<file path="config.mk">
export PLATFORM = sky130hd
export DESIGN_NAME = uw_seq
export DESIGN_NICKNAME = d
export VERILOG_FILES = /design/src/rtl/uw_pkg.sv /design/src/rtl/uw_timer.sv /design/src/rtl/uw_shift.sv /design/src/rtl/uw_ctrl.sv /design/src/rtl/uw_seq.sv
export SDC_FILE = /design/constraint.sdc
export NUM_CORES = 1
export LEC_CHECK = 0
export BUFFER_PORTS_ARGS = -buffer_cell sky130_fd_sc_hd__buf_2
export CORE_AREA = 8 8 106 89
export DETAILED_ROUTE_END_ITERATION = 8
export DIE_AREA = 0 0 114 97
export PLACE_DENSITY = 0.84
export SKIP_LAST_GASP = 1
export SLEW_MARGIN = 20
export SYNTH_ARGS = -nofsm -noshare
export SYNTH_HDL_FRONTEND = slang
export SYNTH_SLANG_ARGS = --single-unit
</file>
<file path="constraint.sdc">
create_clock -name clk -period 3.9 [get_ports clk]
set_input_delay 0.39 -clock clk [delete_from_list [all_inputs] [get_ports clk]]
set_output_delay 0.39 -clock clk [all_outputs]
set_load 0.01 [all_outputs]
</file>
<file path="src/rtl/uw_pkg.sv">
`timescale 1ns/1ps
// Package: shared state type and pin-decode helpers for the sequencer.
// Assumes: nothing beyond the enum ordering being irrelevant to behaviour.
package uw_pkg;

    typedef enum logic [3:0] {
        ST_IDLE,   // waiting for start
        ST_CSS,    // chip select setup before first clock
        ST_WSET,   // data bit set up, clock low
        ST_WHI,    // clock high for a written bit
        ST_WLO,    // clock low after a written bit
        ST_PDROP,  // chip select dropped before polling
        ST_PWAIT,  // chip select high, waiting to sample ready
        ST_RHI,    // clock high for a read bit
        ST_RLO,    // clock low, sample at its end
        ST_END     // chip select inactive hold
    } uw_state_e;

    // Chip select level implied by a state.
    function automatic logic cs_of(uw_state_e s);
        return s inside {ST_CSS, ST_WSET, ST_WHI, ST_WLO, ST_PWAIT, ST_RHI, ST_RLO};
    endfunction

    // Serial clock level implied by a state.
    function automatic logic sk_of(uw_state_e s);
        return s inside {ST_WHI, ST_RHI};
    endfunction

endpackage

</file>
<file path="src/rtl/uw_timer.sv">
`timescale 1ns/1ps
// Module: uw_timer
// Phase timer. A kick loads a full microsecond. `expired` is high in the
// last cycle of the phase, so every phase lasts exactly CYC_PER_US cycles.
// Assumes: CYC_PER_US >= 1 and the controller kicks on every phase entry.
module uw_timer #(
    parameter int CYC_PER_US = 200,
    parameter int TMR_W      = $clog2(CYC_PER_US + 1)
) (
    input  logic clk,
    input  logic rst_n,
    input  logic kick,
    output logic expired
);

    logic [TMR_W-1:0] cnt_q;

    // Down-counter: reload on kick, otherwise count down to zero and hold.
    always_ff @(posedge clk) begin
        if (!rst_n)
            cnt_q <= '0;
        else if (kick)
            cnt_q <= TMR_W'(CYC_PER_US - 1);
        else if (cnt_q != '0)
            cnt_q <= cnt_q - 1'b1;
    end

    assign expired = (cnt_q == '0);

endmodule

</file>
<file path="src/rtl/uw_shift.sv">
`timescale 1ns/1ps
// Module: uw_shift
// Datapath: a left-justified transmit shifter, a receive assembler, and
// the result register presented on rdata.
// Assumes: nbits <= DATA_W (the top clamps it); rx shifts never exceed DATA_W.
module uw_shift #(
    parameter int DATA_W = 16,
    parameter int CNT_W  = $clog2(DATA_W + 1)
) (
    input  logic              clk,
    input  logic              rst_n,
    input  logic              load,
    input  logic [DATA_W-1:0] cmd,
    input  logic [CNT_W-1:0]  nbits,
    input  logic              tx_adv,
    input  logic              rx_shift,
    input  logic              rx_bit,
    input  logic              capture,
    output logic              tx_bit,
    output logic [DATA_W-1:0] rdata
);

    logic [DATA_W-1:0] tx_sr_q;
    logic [DATA_W-1:0] rx_sr_q;

    // Transmit shifter: align the send field to the MSB on load, shift per bit.
    always_ff @(posedge clk) begin
        if (!rst_n)
            tx_sr_q <= '0;
        else if (load)
            tx_sr_q <= cmd << (DATA_W - int'(nbits));
        else if (tx_adv)
            tx_sr_q <= {tx_sr_q[DATA_W-2:0], 1'b0};
    end

    // Receive assembler: clear on load, shift sampled bits in at the LSB.
    always_ff @(posedge clk) begin
        if (!rst_n)
            rx_sr_q <= '0;
        else if (load)
            rx_sr_q <= '0;
        else if (rx_shift)
            rx_sr_q <= {rx_sr_q[DATA_W-2:0], rx_bit};
    end

    // Result register: updated only when the transaction completes.
    always_ff @(posedge clk) begin
        if (!rst_n)
            rdata <= '0;
        else if (capture)
            rdata <= rx_sr_q;
    end

    assign tx_bit = tx_sr_q[DATA_W-1];

endmodule

</file>
<file path="src/rtl/uw_ctrl.sv">
`timescale 1ns/1ps
// Module: uw_ctrl
// Transaction state machine. It walks chip select setup, the write bits,
// then either the completion poll or the read bits, then the chip select
// hold. Pin levels are registered from the next state, so the pins do not glitch.
// Assumes: nw/nr already clamped; the timer is kicked whenever the state changes.
module uw_ctrl
    import uw_pkg::*;
#(
    parameter int DATA_W     = 16,
    parameter int POLL_TRIES = 10,
    parameter int CNT_W      = $clog2(DATA_W + 1),
    parameter int TRY_W      = $clog2(POLL_TRIES + 1)
) (
    input  logic             clk,
    input  logic             rst_n,
    input  logic             start,
    input  logic [CNT_W-1:0] nw,
    input  logic [CNT_W-1:0] nr,
    input  logic             poll_mode,
    input  logic             expired,
    input  logic             rx_bit,
    input  logic             tx_bit,
    output logic             kick,
    output logic             load,
    output logic             tx_adv,
    output logic             rx_shift,
    output logic             fin,
    output logic             busy,
    output logic             done,
    output logic             timeout,
    output logic             ee_cs,
    output logic             ee_sk,
    output logic             ee_di
);

    uw_state_e        state_q, state_d, after_wr;
    logic [CNT_W-1:0] bits_q, bits_d;
    logic [CNT_W-1:0] nr_q;
    logic [TRY_W-1:0] tries_q, tries_d;
    logic             poll_q;
    logic             fail_q, fail_d;
    logic             restart;

    // Next-state and strobe decode for one transaction.
    always_comb begin
        state_d  = state_q;
        bits_d   = bits_q;
        tries_d  = tries_q;
        fail_d   = fail_q;
        load     = 1'b0;
        tx_adv   = 1'b0;
        rx_shift = 1'b0;
        restart  = 1'b0;
        fin      = 1'b0;
        after_wr = poll_q ? ST_PDROP : ((nr_q != '0) ? ST_RHI : ST_END);
        case (state_q)
            ST_IDLE: begin
                if (start) begin
                    load    = 1'b1;
                    fail_d  = 1'b0;
                    bits_d  = nw;
                    state_d = ST_CSS;
                end
            end
            ST_CSS: begin
                if (expired) begin
                    if (bits_q != '0) begin
                        tx_adv  = 1'b1;
                        state_d = ST_WSET;
                    end else begin
                        bits_d  = nr_q;
                        state_d = after_wr;
                    end
                end
            end
            ST_WSET: if (expired) state_d = ST_WHI;
            ST_WHI:  if (expired) state_d = ST_WLO;
            ST_WLO: begin
                if (expired) begin
                    if (bits_q == CNT_W'(1)) begin
                        bits_d  = nr_q;
                        state_d = after_wr;
                    end else begin
                        bits_d  = bits_q - 1'b1;
                        tx_adv  = 1'b1;
                        state_d = ST_WSET;
                    end
                end
            end
            ST_PDROP: begin
                if (expired) begin
                    tries_d = '0;
                    state_d = ST_PWAIT;
                end
            end
            ST_PWAIT: begin
                if (expired) begin
                    if (rx_bit) begin
                        state_d = ST_END;
                    end else if (tries_q == TRY_W'(POLL_TRIES - 1)) begin
                        fail_d  = 1'b1;
                        state_d = ST_END;
                    end else begin
                        tries_d = tries_q + 1'b1;
                        restart = 1'b1;
                    end
                end
            end
            ST_RHI: if (expired) state_d = ST_RLO;
            ST_RLO: begin
                if (expired) begin
                    rx_shift = 1'b1;
                    if (bits_q == CNT_W'(1)) begin
                        state_d = ST_END;
                    end else begin
                        bits_d  = bits_q - 1'b1;
                        state_d = ST_RHI;
                    end
                end
            end
            ST_END: begin
                if (expired) begin
                    fin     = 1'b1;
                    state_d = ST_IDLE;
                end
            end
            default: state_d = ST_IDLE;
        endcase
    end

    assign kick = (state_d != state_q) || restart;
    assign busy = (state_q != ST_IDLE);

    // State, counters and the per-transaction mode latched at start.
    always_ff @(posedge clk) begin
        if (!rst_n) begin
            state_q <= ST_IDLE;
            bits_q  <= '0;
            tries_q <= '0;
            fail_q  <= 1'b0;
            poll_q  <= 1'b0;
            nr_q    <= '0;
        end else begin
            state_q <= state_d;
            bits_q  <= bits_d;
            tries_q <= tries_d;
            fail_q  <= fail_d;
            if (load) begin
                poll_q <= poll_mode;
                nr_q   <= nr;
            end
        end
    end

    // Registered pin levels, completion pulse and poll result.
    always_ff @(posedge clk) begin
        if (!rst_n) begin
            ee_cs   <= 1'b0;
            ee_sk   <= 1'b0;
            ee_di   <= 1'b0;
            done    <= 1'b0;
            timeout <= 1'b0;
        end else begin
            ee_cs <= cs_of(state_d);
            ee_sk <= sk_of(state_d);
            done  <= fin;
            if (tx_adv)
                ee_di <= tx_bit;
            else if (state_d == ST_END)
                ee_di <= 1'b0;
            if (fin)
                timeout <= fail_q;
        end
    end

endmodule

</file>
<file path="src/rtl/uw_seq.sv">
`timescale 1ns/1ps
// Module: uw_seq (top)
// Three-wire serial EEPROM command sequencer. It clamps the bit counts and
// wires the phase timer, datapath and controller together.
// Assumes: ee_do is quiet around the sampling points (no synchronizer here).
module uw_seq #(
    parameter int   DATA_W     = 16,
    parameter int   CYC_PER_US = 200,
    parameter int   POLL_TRIES = 10,
    localparam int  CNT_W      = $clog2(DATA_W + 1),
    localparam int  TMR_W      = $clog2(CYC_PER_US + 1),
    localparam int  TRY_W      = $clog2(POLL_TRIES + 1)
) (
    input  logic              clk,
    input  logic              rst_n,
    input  logic              start,
    input  logic [DATA_W-1:0] cmd,
    input  logic [CNT_W-1:0]  n_write,
    input  logic [CNT_W-1:0]  n_read,
    input  logic              poll_mode,
    input  logic              ee_do,
    output logic              busy,
    output logic              done,
    output logic [DATA_W-1:0] rdata,
    output logic              timeout,
    output logic              ee_cs,
    output logic              ee_sk,
    output logic              ee_di
);

    logic [CNT_W-1:0] nw_c, nr_c;
    logic kick, expired, load, tx_adv, rx_shift, fin, tx_bit;

    // Clamp the requested counts to the word width.
    always_comb begin
        nw_c = (n_write > CNT_W'(DATA_W)) ? CNT_W'(DATA_W) : n_write;
        nr_c = (n_read  > CNT_W'(DATA_W)) ? CNT_W'(DATA_W) : n_read;
    end

    uw_timer #(
        .CYC_PER_US (CYC_PER_US),
        .TMR_W      (TMR_W)
    ) u_tmr (
        .clk     (clk),
        .rst_n   (rst_n),
        .kick    (kick),
        .expired (expired)
    );

    uw_shift #(
        .DATA_W (DATA_W),
        .CNT_W  (CNT_W)
    ) u_dp (
        .clk      (clk),
        .rst_n    (rst_n),
        .load     (load),
        .cmd      (cmd),
        .nbits    (nw_c),
        .tx_adv   (tx_adv),
        .rx_shift (rx_shift),
        .rx_bit   (ee_do),
        .capture  (fin),
        .tx_bit   (tx_bit),
        .rdata    (rdata)
    );

    uw_ctrl #(
        .DATA_W     (DATA_W),
        .POLL_TRIES (POLL_TRIES),
        .CNT_W      (CNT_W),
        .TRY_W      (TRY_W)
    ) u_ctl (
        .clk       (clk),
        .rst_n     (rst_n),
        .start     (start),
        .nw        (nw_c),
        .nr        (nr_c),
        .poll_mode (poll_mode),
        .expired   (expired),
        .rx_bit    (ee_do),
        .tx_bit    (tx_bit),
        .kick      (kick),
        .load      (load),
        .tx_adv    (tx_adv),
        .rx_shift  (rx_shift),
        .fin       (fin),
        .busy      (busy),
        .done      (done),
        .timeout   (timeout),
        .ee_cs     (ee_cs),
        .ee_sk     (ee_sk),
        .ee_di     (ee_di)
    );

endmodule

</file>
Yosys cells after proc, flatten, opt, wreduce, memory -nomap -nowiden
Cells that the tools add are included.
W data, S select, Z words.
{ "totals": {"input_bits": 31, "regBits": 81} }
{ "op_classes": {"n_reduce_logical": 20, "addsub": 4, "mux": 58, "bitwise_logic": 1, "n_eq_ne": 31, "magnitude_cmp": 2, "n_shift": 1} }
{ "ops": {"columns": ["operator", "n"], "rows": [
  ["$mux W4", 21],
  ["$mux W5", 9],
  ["$pmux W4 S10", 1],
  ["$mux W16", 2],
  ["$shl A16 B32 Y16", 1],
  ["$eq A4 B3 Y1 const B", 7],
  ["$eq A4 B4 Y1 const B", 5],
  ["$ne A2 B2 Y1 const B", 10],
  ["$pmux W5 S4", 1],
  ["$mux W1", 19],
  ["$eq A4 B2 Y1 const B", 4],
  ["$mux W8", 2],
  ["$reduce_bool A2 Y1", 6],
  ["$gt A5 B5 Y1 const B", 2],
  ["$reduce_and A5 Y1", 2],
  ["$reduce_bool A5 Y1", 2],
  ["$eq A4 B1 Y1 const B", 2],
  ["$logic_not A8 Y1", 1],
  ["$pmux W4 S2", 1],
  ["$reduce_bool A4 Y1", 2],
  ["$reduce_bool A8 Y1", 1],
  ["$sub A8 B1 Y8 const B", 1],
  ["$reduce_and A7 Y1", 1],
  ["$reduce_bool A7 Y1", 1],
  ["11 further kinds", 13]
]} }

Longest topological paths before layout
{ "depth": {"word_depth": 9, "depth_mapped": 12, "mapped_depth_nobuf": 9} }

By module
Synthesis repeated with hierarchy kept, for this count alone.
{ "unflattened": {"cells_unflattened": 581, "area_unflattened_um2": 4987.3} }
{ "modules_own_cells": {"columns": ["module", "seq_area_each_um2", "n_inst", "area_each_um2", "cells_per_inst"], "rows": [
  ["uw_shift", 960.9, 1, 2839.0, 313],
  ["uw_ctrl", 500.5, 1, 1680.4, 212],
  ["uw_timer", 160.2, 1, 410.4, 46],
  ["uw_seq", 0.0, 1, 57.6, 10]
]} }

Least setup slack after synthesis
OpenSTA, ideal clock, no wires.
{ "synth_path": {"path_type": "input to register", "start": "input n_write[0]", "end": "register u_dp.tx_sr_q[12]", "arrival_time_ps": 2406, "t_required_ps": 3781, "setup_ps": 119, "cell_stages": 12, "setup_slack_ps": 1375, "cell_sequence": "nor2b_1 -> buf_4 -> buf_6 -> inv_2 -> ha_1 -> clkbuf_1 -> mux2_2 -> a2bb2oi_1 -> o22ai_1 -> o31ai_1 -> a211oi_1 -> o221a_1"} }
{ "synth_between": {"elab_chain_cells": 5} }
{ "synth_rtl": {"columns": ["element", "line", "text"], "rows": [
  ["from (decl)", "uw_seq.sv:18", "input logic [CNT_W-1:0] n_write,"],
  ["$gt A5 B5 Y1", "uw_seq.sv:36", "nw_c = (n_write > CNT_W'(DATA_W)) ? CNT_W'(DATA_W) : n_write;"],
  ["$mux W5 *", "uw_seq.sv:36", null],
  ["$sub A5 B5 Y6 *", "uw_shift.sv:31", "tx_sr_q <= cmd << (DATA_W - int'(nbits));"],
  ["$shl A16 B32 Y16 *", "uw_shift.sv:31", null],
  ["$mux W16 *", "uw_shift.sv:30", "else if (load)"],
  ["to (signal assigned)", "uw_shift.sv:31", null],
  ["to (signal assigned)", "uw_shift.sv:33", "tx_sr_q <= {tx_sr_q[DATA_W-2:0], 1'b0};"],
  ["to (decl)", "uw_shift.sv:23", "logic [DATA_W-1:0] tx_sr_q;"]
]} }
Mark *: on every way between the ends. The rest lies on a longest branch, timed or not.
A chain may end at the register's enable or synchronous reset.

Worst setup path in the final report
{ "layout_path": {"start": "register u_tmr.cnt_q[0]", "end": "register u_dp.rx_sr_q[12]"} }
{ "layout_between": {"elab_chain_cells": 3} }
{ "layout_rtl": {"columns": ["element", "line", "text"], "rows": [
  ["from (decl)", "uw_timer.sv:16", "logic [TMR_W-1:0] cnt_q;"],
  ["from (signal assigned)", "uw_timer.sv:23", "cnt_q <= TMR_W'(CYC_PER_US - 1);"],
  ["from (signal assigned)", "uw_timer.sv:25", "cnt_q <= cnt_q - 1'b1;"],
  ["$logic_not A8 Y1", "uw_timer.sv:28", "assign expired = (cnt_q == '0);"],
  ["$mux W1", "uw_ctrl.sv:112", "if (expired) begin"],
  ["$mux W1", "uw_ctrl.sv:57", "case (state_q)"],
  ["to (signal assigned)", "uw_shift.sv:43", "rx_sr_q <= {rx_sr_q[DATA_W-2:0], rx_bit};"],
  ["to (decl)", "uw_shift.sv:24", "logic [DATA_W-1:0] rx_sr_q;"]
]} }
No other way between the ends.

==> run_results.csv <==
group,metric,value,unit
status,status,"finished, final reports clean",
clock_network,htreeDepth,3,
sta,finalSetupTns,0,ns
cells_and_area,area_growth,9.833,%
sta,rsz0062_at_grt,"no",
setup_path,cp_slowest_cell,"or3_1",
cells_and_area,final_common_cell,"dfxtp_1",
cells_and_area,layout_common_cells,"dfxtp_1 (81), nand2_1 (70), buf_2 (52)",
logic_synthesis,syn_area_per_cell,8.590,um^2
global_routing,grt_pass1_wl,19910,um
setup_path,path_buf_inv,1,
cells_and_area,instances_no_fill,705,
detailed_routing,antenna_left,0,
clock_network,clock-root-buffer,"clkbuf_8",
floorplanning,start_util,62.20,%
clock_network,clock_latency,0.36,ns
global_routing,antenna_found_initial,0,
clock_network,clkSinkCount,81,
cells_and_area,nNetsFinal,631,
power,pwr_density_cell,588.3,nW/um^2
place,placedCellCount,689,
setup_path,crit_arrival,3.00,ns
logic_synthesis,synthDistinctLibCells,84,
power,ir_drop,0.3709,mV
power,seqPwrFrac,36.8,%
clock_network,path_clk_slew,0.09,ns
sta,max_freq,0.3612,GHz
floorplanning,die_y,97,um
setup_path,ff2ff_setup_slack,1.13,ns
floorplanning,core,7692,um^2
global_routing,overflow,0,
setup_path,endpoint_kind,"register",
detailed_routing,vias,4317,
place,io_buffer_count,52,
cells_and_area,diodes,0,
setup_path,cp_cell_sequence,"inv_1 -> ha_1 -> nor3b_1 -> nand2_4 -> or3_1 -> mux2i_1 -> nor2_1",
global_routing,track_usage,21.47,%
floorplanning,die_x,114,um
worst_hold_path,worstHoldPathType,"input pin to register",
cells_and_area,drive_gt1_share,19.10,%
sta,final.min_clock_period,2.769,ns
setup_path,critPathTopFamily,"simple AND/OR/NAND/NOR gates",
clock_network,max-clock-path-buffers,2,
setup_path,critPathMaxStageDelay,0.80,ns
setup_path,crit_type,"register to register",
setup_path,crit_end,"u_dp.rx_sr_q[12]",
clock_network,cts_resized,0,
detailed_routing,wire_per_inst,16.89,um
cells_and_area,multi_input_area,2947,um^2
logic_synthesis,synthCells,557,
floorplanning,rows,29,
setup_path,timing.rr.end,"u_dp.rx_sr_q[12]",
logic_synthesis,ys.flop_type,"dfxtp_1",
clock_network,cts_hold_repair.buffers,0,
sta,timing.final.crit_share,70.99,%
place,globalplace.congestion,0.9069,
detailed_routing,drt-initial-drc-count,362,
clock_network,cts_tree,"done",
cells_and_area,fillCellCount,659,
global_routing,grt_max_degree,31,
sta,setup_violations,0,
setup_path,ff2ff_path_depth,7,
sta,worst_pin_slew,0.8909,ns
setup_path,crit_required,4.13,ns
cells_and_area,final-seq-area,1622,um^2
detailed_routing,firstDrtPassIters,5,
clock_network,postCtsSetupBuffers,0,
setup_path,reg2reg_from,"u_tmr.cnt_q[0]",
sta,report.final.slew_viol_count,0,
setup_path,cp.depth,7,
detailed_routing,vias_per_cell,6.123,
clock_network,numCtsBuffers,9,
detailed_routing,routed_wirelength,11910,um
power,power.switching,1326,uW
place,dp_hpwl,8689,um
sta,max-slew-margin-rel,40.61,%
power,p_sw_share,42.90,%
sta,finalHoldViolations,0,
setup_path,crit_fanout,17,
setup_path,startpoint,"u_tmr.cnt_q[0]",
logic_synthesis,synth.yosys.seq_area_share,33.89,%
setup_path,worst_setup_path_start_kind,"register",
sta,skew,0.009217,ns
logic_synthesis,synth_warnings,0,
flow_run,drv_cap,0,
logic_synthesis,synth_seq_cells,81,
power,p_comb_share,43.8,%
detailed_routing,drc,0,
logic_synthesis,netlist_area,4785,um^2
power,clkPwrFrac,19.4,%
power,p_leak,0.002192,uW
logic_synthesis,synth_edf_count,0,
logic_synthesis,async_flop_share,0,%
global_routing,first_global_vias,4076,
power,internal-power,1765,uW
logic_synthesis,synthesis.nets,596,
floorplanning,die-area,11060,um^2
floorplanning,io_pins,53,
cell usage after synthesis, types with 3 or more instances:
cell type / instances / share of area, %
dfxtp_1: 81 / 34
nand2_1: 70 / 5.5
a21oi_1: 47 / 4.9
nor2_1: 47 / 3.7
o21ai_0: 39 / 4.1
mux2i_1: 36 / 7.5
clkbuf_1: 18 / 1.4
inv_1: 14 / 1.1
nor3_1: 12 / 1.3
nand3_1: 11 / 1.2
a211oi_1: 10 / 1.6
a31oi_1: 10 / 1.3
buf_2: 10 / 1.0
and3_1: 8 / 1.0
ha_1: 8 / 2.1
mux4_2: 8 / 3.8
nand2b_1: 7 / 0.92
nor3b_1: 7 / 1.1
xor2_1: 7 / 1.3
xnor2_1: 6 / 1.1
nor2b_1: 4 / 0.52
o211a_1: 4 / 0.84
o211ai_1: 4 / 0.63
and2_1: 3 / 0.39
buf_4: 3 / 0.47
nor3_2: 3 / 0.63
o31ai_1: 3 / 0.47
or3_1: 3 / 0.39
stage by stage:
step | hold slack [ns] | setup WS, ns | instance area, um^2 | power, uW | util (%)
floorplan | 0.4313 | 1.375 | 4785 | 2183 | -
global placement | 0.4422 | 1.166 | 5057 | 2442 | 65.75
detailed placement | 0.4441 | 1.108 | 5057 | 2473 | 65.75
CTS | 0.2553 | 1.136 | 5255 | 3075 | 68.31
global route | 0.2828 | 0.8355 | 5255 | 3295 | 68.31
finish | 0.2671 | 1.131 | 5255 | 3091 | 68.31
routing by layer:
metal / vias up / track usage [%] / share of wire [%]
li1: 2112 / - / -
met5: - / 0 / 0
met2: 142 / 33.11 / 46
met4: 0 / 4.801 / 0.86
met3: 11 / 4.845 / 6.8
met1: 2052 / 29.68 / 46
power groups by stage:
stage | logic (uW) | registers, uW | clock network (uW)
after global placement | 1300 | 1140 | 0
after detailed placement | 1320 | 1150 | 0
after global routing | 1480 | 1160 | 655
final | 1350 | 1140 | 600
after CTS | 1330 | 1130 | 611
after floorplan | 1100 | 1090 | 0
logic make-up after synthesis:
logic type,count (synthesis),share of synthesized area (%)
adder cells (fa/ha/maj),9,2.327
multiplexers,46,11.77
flip-flops,81,33.89
XOR/XNOR,13,2.380
buffers and inverters,48,4.576
AND/OR/NAND/NOR,201,22.18
AO/OA/AOI/OAI,159,22.88
state kept, by name (all words and copies together), names as in the netlist:
signal         cells
u_dp.rdata        16
u_dp.rx_sr_q      16
u_dp.tx_sr_q      16
u_tmr.cnt_q        8
u_ctl.bits_q       5
u_ctl.nr_q         5
u_ctl.state_q      4
u_ctl.tries_q      4
u_ctl.done         1
u_ctl.ee_cs        1
u_ctl.ee_di        1
u_ctl.ee_sk        1
u_ctl.fail_q       1
u_ctl.poll_q       1
u_ctl.timeout      1
tightest hold or removal path, cell delays in order:
cell     delay [ns]
buf_2          0.08
mux2i_1        0.05
nor2_1         0.07
layout make-up:
| class | count | share of cell area [%] |
|---|---|---|
| clock buffers | 9 | 2.357 |
| clock inverters | 7 | 1.405 |
| inverters | 15 | 1.071 |
| multi-input cells | 428 | 56.07 |
| flip-flops and latches | 81 | 30.86 |
| well taps | 108 | 2.571 |
| repair buffers | 57 | 5.667 |
worst min-delay path by stage:
stage / from / end / slack, ns / cells past startpoint
floorplan: u_ctl.fail_q / u_ctl.timeout / 0.43 / 2
global placement: u_dp.rdata[6] / u_dp.rdata[6] / 0.44 / 2
detailed placement: u_dp.rdata[13] / u_dp.rdata[13] / 0.44 / 2
CTS: poll_mode / u_ctl.poll_q / 0.26 / 3
global route: poll_mode / u_ctl.poll_q / 0.28 / 3
finish: poll_mode / u_ctl.poll_q / 0.27 / 3
Note: power is estimated with default switching activity, not from simulation.
